File: src/rtl/lsu_split_pkg.sv
package lsu_split_pkg;

    typedef enum logic [1:0] {
        ST_IDLE,
        ST_LOW,
        ST_HIGH,
        ST_DONE
    } split_state_e;

    function automatic int size_to_bytes(input logic [1:0] code);
        return 1 << code;
    endfunction

endpackage

File: src/rtl/split_lane_plan.sv
module split_lane_plan #(
    parameter int LANES = 8,
    localparam int OFF_W = $clog2(LANES),
    localparam int DW    = LANES * 8
) (
    input  logic [OFF_W-1:0] off,
    input  logic [1:0]       size,
    input  logic [DW-1:0]    wdata,
    output logic [LANES-1:0] strb_lo,
    output logic [LANES-1:0] strb_hi,
    output logic [DW-1:0]    data_lo,
    output logic [DW-1:0]    data_hi,
    output logic             crosses
);
    import lsu_split_pkg::*;

    logic [LANES-1:0]   used;
    logic [DW-1:0]      wkeep;
    logic [2*LANES-1:0] mask;
    logic [2*DW-1:0]    wide;

    always_comb begin
        for (int i = 0; i < LANES; i++) begin
            used[i]          = (i < size_to_bytes(size));
            wkeep[i*8 +: 8]  = used[i] ? wdata[i*8 +: 8] : 8'h00;
        end
        mask    = {{LANES{1'b0}}, used} << off;
        wide    = {{DW{1'b0}}, wkeep} << {off, 3'b000};
        strb_lo = mask[LANES-1:0];
        strb_hi = mask[2*LANES-1:LANES];
        data_lo = wide[DW-1:0];
        data_hi = wide[2*DW-1:DW];
        crosses = |strb_hi;
    end

endmodule

File: src/rtl/split_load_merge.sv
module split_load_merge #(
    parameter int LANES = 8,
    localparam int OFF_W = $clog2(LANES),
    localparam int DW    = LANES * 8
) (
    input  logic [2*DW-1:0]  gathered,
    input  logic [OFF_W-1:0] off,
    input  logic [1:0]       size,
    input  logic             sign_ext,
    output logic [DW-1:0]    result
);
    import lsu_split_pkg::*;

    logic [2*DW-1:0] shifted;
    logic            top_bit;
    int              nb;

    always_comb begin
        nb      = size_to_bytes(size);
        shifted = gathered >> {off, 3'b000};
        top_bit = 1'b0;
        for (int i = 0; i < LANES; i++) begin
            if (i == nb - 1) top_bit = shifted[i*8 + 7];
        end
        for (int i = 0; i < LANES; i++) begin
            if (i < nb) result[i*8 +: 8] = shifted[i*8 +: 8];
            else        result[i*8 +: 8] = {8{sign_ext & top_bit}};
        end
    end

endmodule

File: src/rtl/lsu_split_bridge.sv
module lsu_split_bridge #(
    parameter int ADDR_W = 32,
    parameter int LANES  = 8,
    localparam int OFF_W = $clog2(LANES),
    localparam int DW    = LANES * 8,
    localparam int BLK_W = ADDR_W - OFF_W
) (
    input  logic              clk,
    input  logic              rst_n,
    input  logic              req_valid,
    output logic              req_ready,
    input  logic              req_write,
    input  logic [ADDR_W-1:0] req_addr,
    input  logic [1:0]        req_size,
    input  logic              req_signed,
    input  logic [DW-1:0]     req_wdata,
    output logic              rsp_valid,
    output logic [DW-1:0]     rsp_rdata,
    output logic              bus_valid,
    input  logic              bus_ready,
    output logic              bus_write,
    output logic [ADDR_W-1:0] bus_addr,
    output logic [LANES-1:0]  bus_strb,
    output logic [DW-1:0]     bus_wdata,
    input  logic [DW-1:0]     bus_rdata
);
    import lsu_split_pkg::*;

    split_state_e      state, state_nx;
    logic [BLK_W-1:0]  blk_q;
    logic [OFF_W-1:0]  off_q;
    logic [1:0]        size_q;
    logic              sext_q;
    logic              write_q;
    logic [DW-1:0]     wdata_q;
    logic [2*DW-1:0]   gather_q;

    logic [LANES-1:0]  strb_lo, strb_hi;
    logic [DW-1:0]     data_lo, data_hi;
    logic              crosses;
    logic              beat_done;

    split_lane_plan #(.LANES(LANES)) u_plan (
        .off     (off_q),
        .size    (size_q),
        .wdata   (wdata_q),
        .strb_lo (strb_lo),
        .strb_hi (strb_hi),
        .data_lo (data_lo),
        .data_hi (data_hi),
        .crosses (crosses)
    );

    split_load_merge #(.LANES(LANES)) u_merge (
        .gathered (gather_q),
        .off      (off_q),
        .size     (size_q),
        .sign_ext (sext_q),
        .result   (rsp_rdata)
    );

    assign beat_done = bus_valid && bus_ready;

    always_comb begin
        state_nx = state;
        unique case (state)
            ST_IDLE: if (req_valid) state_nx = ST_LOW;
            ST_LOW:  if (beat_done) state_nx = crosses ? ST_HIGH : ST_DONE;
            ST_HIGH: if (beat_done) state_nx = ST_DONE;
            ST_DONE: state_nx = ST_IDLE;
        endcase
    end

    always_ff @(posedge clk) begin
        if (!rst_n) begin
            state    <= ST_IDLE;
            blk_q    <= '0;
            off_q    <= '0;
            size_q   <= '0;
            sext_q   <= 1'b0;
            write_q  <= 1'b0;
            wdata_q  <= '0;
            gather_q <= '0;
        end else begin
            state <= state_nx;
            if (state == ST_IDLE && req_valid) begin
                blk_q   <= req_addr[ADDR_W-1:OFF_W];
                off_q   <= req_addr[OFF_W-1:0];
                size_q  <= req_size;
                sext_q  <= req_signed;
                write_q <= req_write;
                wdata_q <= req_wdata;
            end
            if (state == ST_LOW && beat_done)  gather_q[DW-1:0]    <= bus_rdata;
            if (state == ST_HIGH && beat_done) gather_q[2*DW-1:DW] <= bus_rdata;
        end
    end

    always_comb begin
        req_ready = (state == ST_IDLE);
        rsp_valid = (state == ST_DONE);
        bus_valid = (state == ST_LOW) || (state == ST_HIGH);
        bus_write = write_q;
        bus_addr  = {blk_q + {{(BLK_W-1){1'b0}}, (state == ST_HIGH)}, {OFF_W{1'b0}}};
        bus_strb  = '0;
        bus_wdata = '0;
        unique case (state)
            ST_LOW:  begin bus_strb = strb_lo; bus_wdata = data_lo; end
            ST_HIGH: begin bus_strb = strb_hi; bus_wdata = data_hi; end
            default: ;
        endcase
    end


    bus_align_chk: assert property (@(posedge clk) disable iff (!rst_n)
        bus_valid |-> (bus_addr[OFF_W-1:0] == '0));


    strb_nonzero_chk: assert property (@(posedge clk) disable iff (!rst_n)
        bus_valid |-> (bus_strb != '0));


    beat_step_chk: assert property (@(posedge clk) disable iff (!rst_n)
        (state == ST_LOW && beat_done && crosses) |=>
            (bus_valid && bus_addr == $past(bus_addr) + ADDR_W'(LANES)));


    one_lane_chk: assert property (@(posedge clk) disable iff (!rst_n)
        (bus_valid && size_q == 2'd0) |-> ($countones(bus_strb) == 1 && state == ST_LOW));


    rsp_pulse_chk: assert property (@(posedge clk) disable iff (!rst_n)
        rsp_valid |=> (!rsp_valid && req_ready));


    hold_off_chk: assert property (@(posedge clk) disable iff (!rst_n)
        (req_valid && req_ready) |=> !req_ready);


    bus_hold_chk: assert property (@(posedge clk) disable iff (!rst_n)
        (bus_valid && !bus_ready) |=>
            (bus_valid && $stable(bus_addr) && $stable(bus_strb)
             && $stable(bus_wdata) && $stable(bus_write)));

endmodule

File: config.mk
export PLATFORM = sky130hd
export DESIGN_NAME = lsu_split_bridge
export DESIGN_NICKNAME = d
export VERILOG_FILES = /design/src/rtl/lsu_split_pkg.sv /design/src/rtl/split_lane_plan.sv /design/src/rtl/split_load_merge.sv /design/src/rtl/lsu_split_bridge.sv
export SDC_FILE = /design/constraint.sdc
export NUM_CORES = 1
export LEC_CHECK = 0
export BUFFER_PORTS_ARGS = -buffer_cell sky130_fd_sc_hd__buf_2
export CELL_PAD_IN_SITES_DETAIL_PLACEMENT = 2
export CELL_PAD_IN_SITES_GLOBAL_PLACEMENT = 2
export CORE_ASPECT_RATIO = 1.75
export CORE_MARGIN = 2
export CORE_UTILIZATION = 30
export CTS_CLUSTER_SIZE = 16
export DETAILED_ROUTE_END_ITERATION = 10
export PLACE_DENSITY_LB_ADDON = 0.1
export SYNTH_ARGS = -nofsm -noshare
export SYNTH_HDL_FRONTEND = slang
export SYNTH_HIERARCHICAL = 1
export SYNTH_SLANG_ARGS = --single-unit
File: constraint.sdc
create_clock -name clk -period 3.9 [get_ports clk]
set_input_delay 0.195 -clock clk [delete_from_list [all_inputs] [get_ports clk]]
set_output_delay 0.195 -clock clk [all_outputs]
set_load 0.02 [all_outputs]
==> run_results.csv <==
group,metric,value,unit
outcome,status,"complete, no violations",
hold_path,hp-class,"in -> reg",
routing,vias,17965,
layout,multi_input_area,10100,um2
routing,postRouteWirelength,87800,um
sta,whs,0.0990,ns
placed_design,gp_congestion,0.991,
global_routing,use_met1,0.302,
sta,maxSlewViolCount,0,
global_routing,grt_usage,0.321,
layout,seqCellArea,4460,um2
global_routing,grt_use_met3,0.0296,
placed_design,portBuffers,336,
sta,rsz0062_at_grt,"yes",
global_routing,grt_start_max_net_pins,92,
die,die_h,304,um
logic_synthesis,syn_area_per_cell,7.46,um2
layout,layout-drive-gt1-share,0.227,
power_and_ir_drop,powerDensity,489,nW/um2
run,cap_violations,0,
sta,clock_skew,0.0197,ns
placed_design,hpwl,65100,um
sta,finalSetupViolations,0,
die,coreArea,51200,um2
die,start_util,0.302,
die,dieArea,53500,um2
sta,hold_viol_final,0,
global_routing,use_met2,0.607,
setup_path,worstSetupEndpointType,"primary output",
layout,syn2layout_area_growth,28.9,%
setup_path,critPathLaunchType,"flip-flop",
sta,fin_crit,3.75,ns
sta,tightest_slew,0.898,ns
sta,finalSetupTns,0,ns
routing,viasPerCell,5.70,
routing,postRouteAntennaNets,0,
clocking,cts-resized-gates,0,
routing,drc_errors,0,
clocking,ctsLongestPathBuffers,3,
routing,wl_per_cell,27.9,um
logic_synthesis,syn_area,15500,um2
routing,firstDrtPassIters,5,
clocking,htree_levels,1,
global_routing,grt_pass1_vias,19675,
global_routing,grt_remaining_overflow,0,
placed_design,place_ws,0.751,ns
clocking,insertion_delay,0.55,ns
layout,fill_cells,6005,
setup_path,required,3.70,ns
logic_synthesis,synth_cells,2075,
global_routing,grt_busiest_layer,"met2",
sta,slew_headroom,0.398,
setup_path,path_class,"reg -> out",
power_and_ir_drop,peakVddDrop,0.338,mV
sta,fin_crit_sh,0.963,
routing,drt_iter0_drc,1004,
clocking,cts-root-buf,"clkbuf_16",
sta,setup_ws,0.146,ns
setup_path,crit_path_max_fanout,49,
clocking,cts_buffers,25,
global_routing,grt_pass1_wl,128000,um
die,rows,110,
sta,fmaxAchievable,0.266,GHz
logic_synthesis,yosysWarnings,6,
die,pin_count,340,
die,die_w,176,um
clocking,cts_tree,"done",
clocking,clk_pin_slew,0.06,ns
global_routing,antenna_found_initial,8,
setup_path,cp.arrival,3.56,ns
clocking,cts_sinks,222,
power_and_ir_drop,cellLeakagePower,7.76,nW
layout,fin_nets,2631,
==> flip-flops by register name (all words and copies together), names as in the netlist <==
name       count
size_q         2
off_q          3
bus_write      1
sext_q         1
state          2
gather_q     120
blk_q         29
wdata_q       64
==> power by group <==
group	switching [mW]	internal (mW)	leakage, nW
Sequential	0.648	2.60	1.81
Clock	1.04	1.36	0.384
Combinational	2.68	1.42	5.57
Total	4.37	5.38	7.76
==> metrics by stage <==
| stage | power, mW | std cells | cell area, um2 | utilization |
|---|---|---|---|---|
| finish | 9.75 | 3150 | 20000 | 0.390 |
| floorplan | 5.66 | 2085 | 15500 | - |
| CTS | 9.78 | 3141 | 19900 | 0.389 |
| global route | 10.2 | 3147 | 20000 | 0.390 |
| detailed placement | 7.21 | 2936 | 17500 | 0.342 |
| global placement | 7.09 | 2936 | 17500 | 0.342 |
==> critical path: stages (launching register included) <==
cell     delay, ns
dfxtp_4       0.75
and2_1        0.51
nand2_2       0.29
nor3_2        0.74
and2_1        0.23
a22oi_1       0.09
nor2b_1       0.18
buf_2         0.18
==> cell usage in the layout (no fill, tap or decap), drive strengths merged, types with 59 or more instances in the layout <==
cell type and n:
a22oi 102, mux2i 72, o21ai 59, dfxtp 222
nand2 577, dlygate4sd3 164, buf 376, nor2 95
nor2b 84, a21oi 281
==> final timing paths <==
kind	startpoint	endpoint	slack [ns]	cells past startpoint
max	off_q[1]$_SDFFE_PN0P_	bus_wdata[54]	0.15	7
min	req_valid	state[0]$_SDFFE_PN0P_	0.1	4
max reg2reg	state[1]$_SDFFE_PN0P_	gather_q[29]$_SDFFE_PN0P_	1.02	7
min reg2reg	gather_q[6]$_SDFFE_PN0P_	gather_q[6]$_SDFFE_PN0P_	0.46	2
==> cell type report <==
cell class / instances / share of cell area
clock buffers: 32 / 0.0342
repair buffers: 540 / 0.182
inverters: 16 / 0.00326
multi-input cells: 1650 / 0.508
well taps: 672 / 0.0421
clock inverters: 9 / 0.00558
flip-flops and latches: 222 / 0.223
diodes: 9 / 0.00113
==> per-layer routing <==
| metal | part of all wire | vias up |
|---|---|---|
| met5 | 0 | - |
| met2 | 0.53 | 675 |
| met1 | 0.33 | 8970 |
| li1 | - | 8005 |
| met3 | 0.035 | 315 |
| met4 | 0.11 | 0 |
==> what timing repair did <==
item | 4_1_cts | 5_1_grt
endpoints found under the setup margin | 0 | 2
hold buffers | 164 | 0
setup buffers | 0 | 0
hold endpoints to repair | 220 | 0
Power figures use the tool's default switching activity.
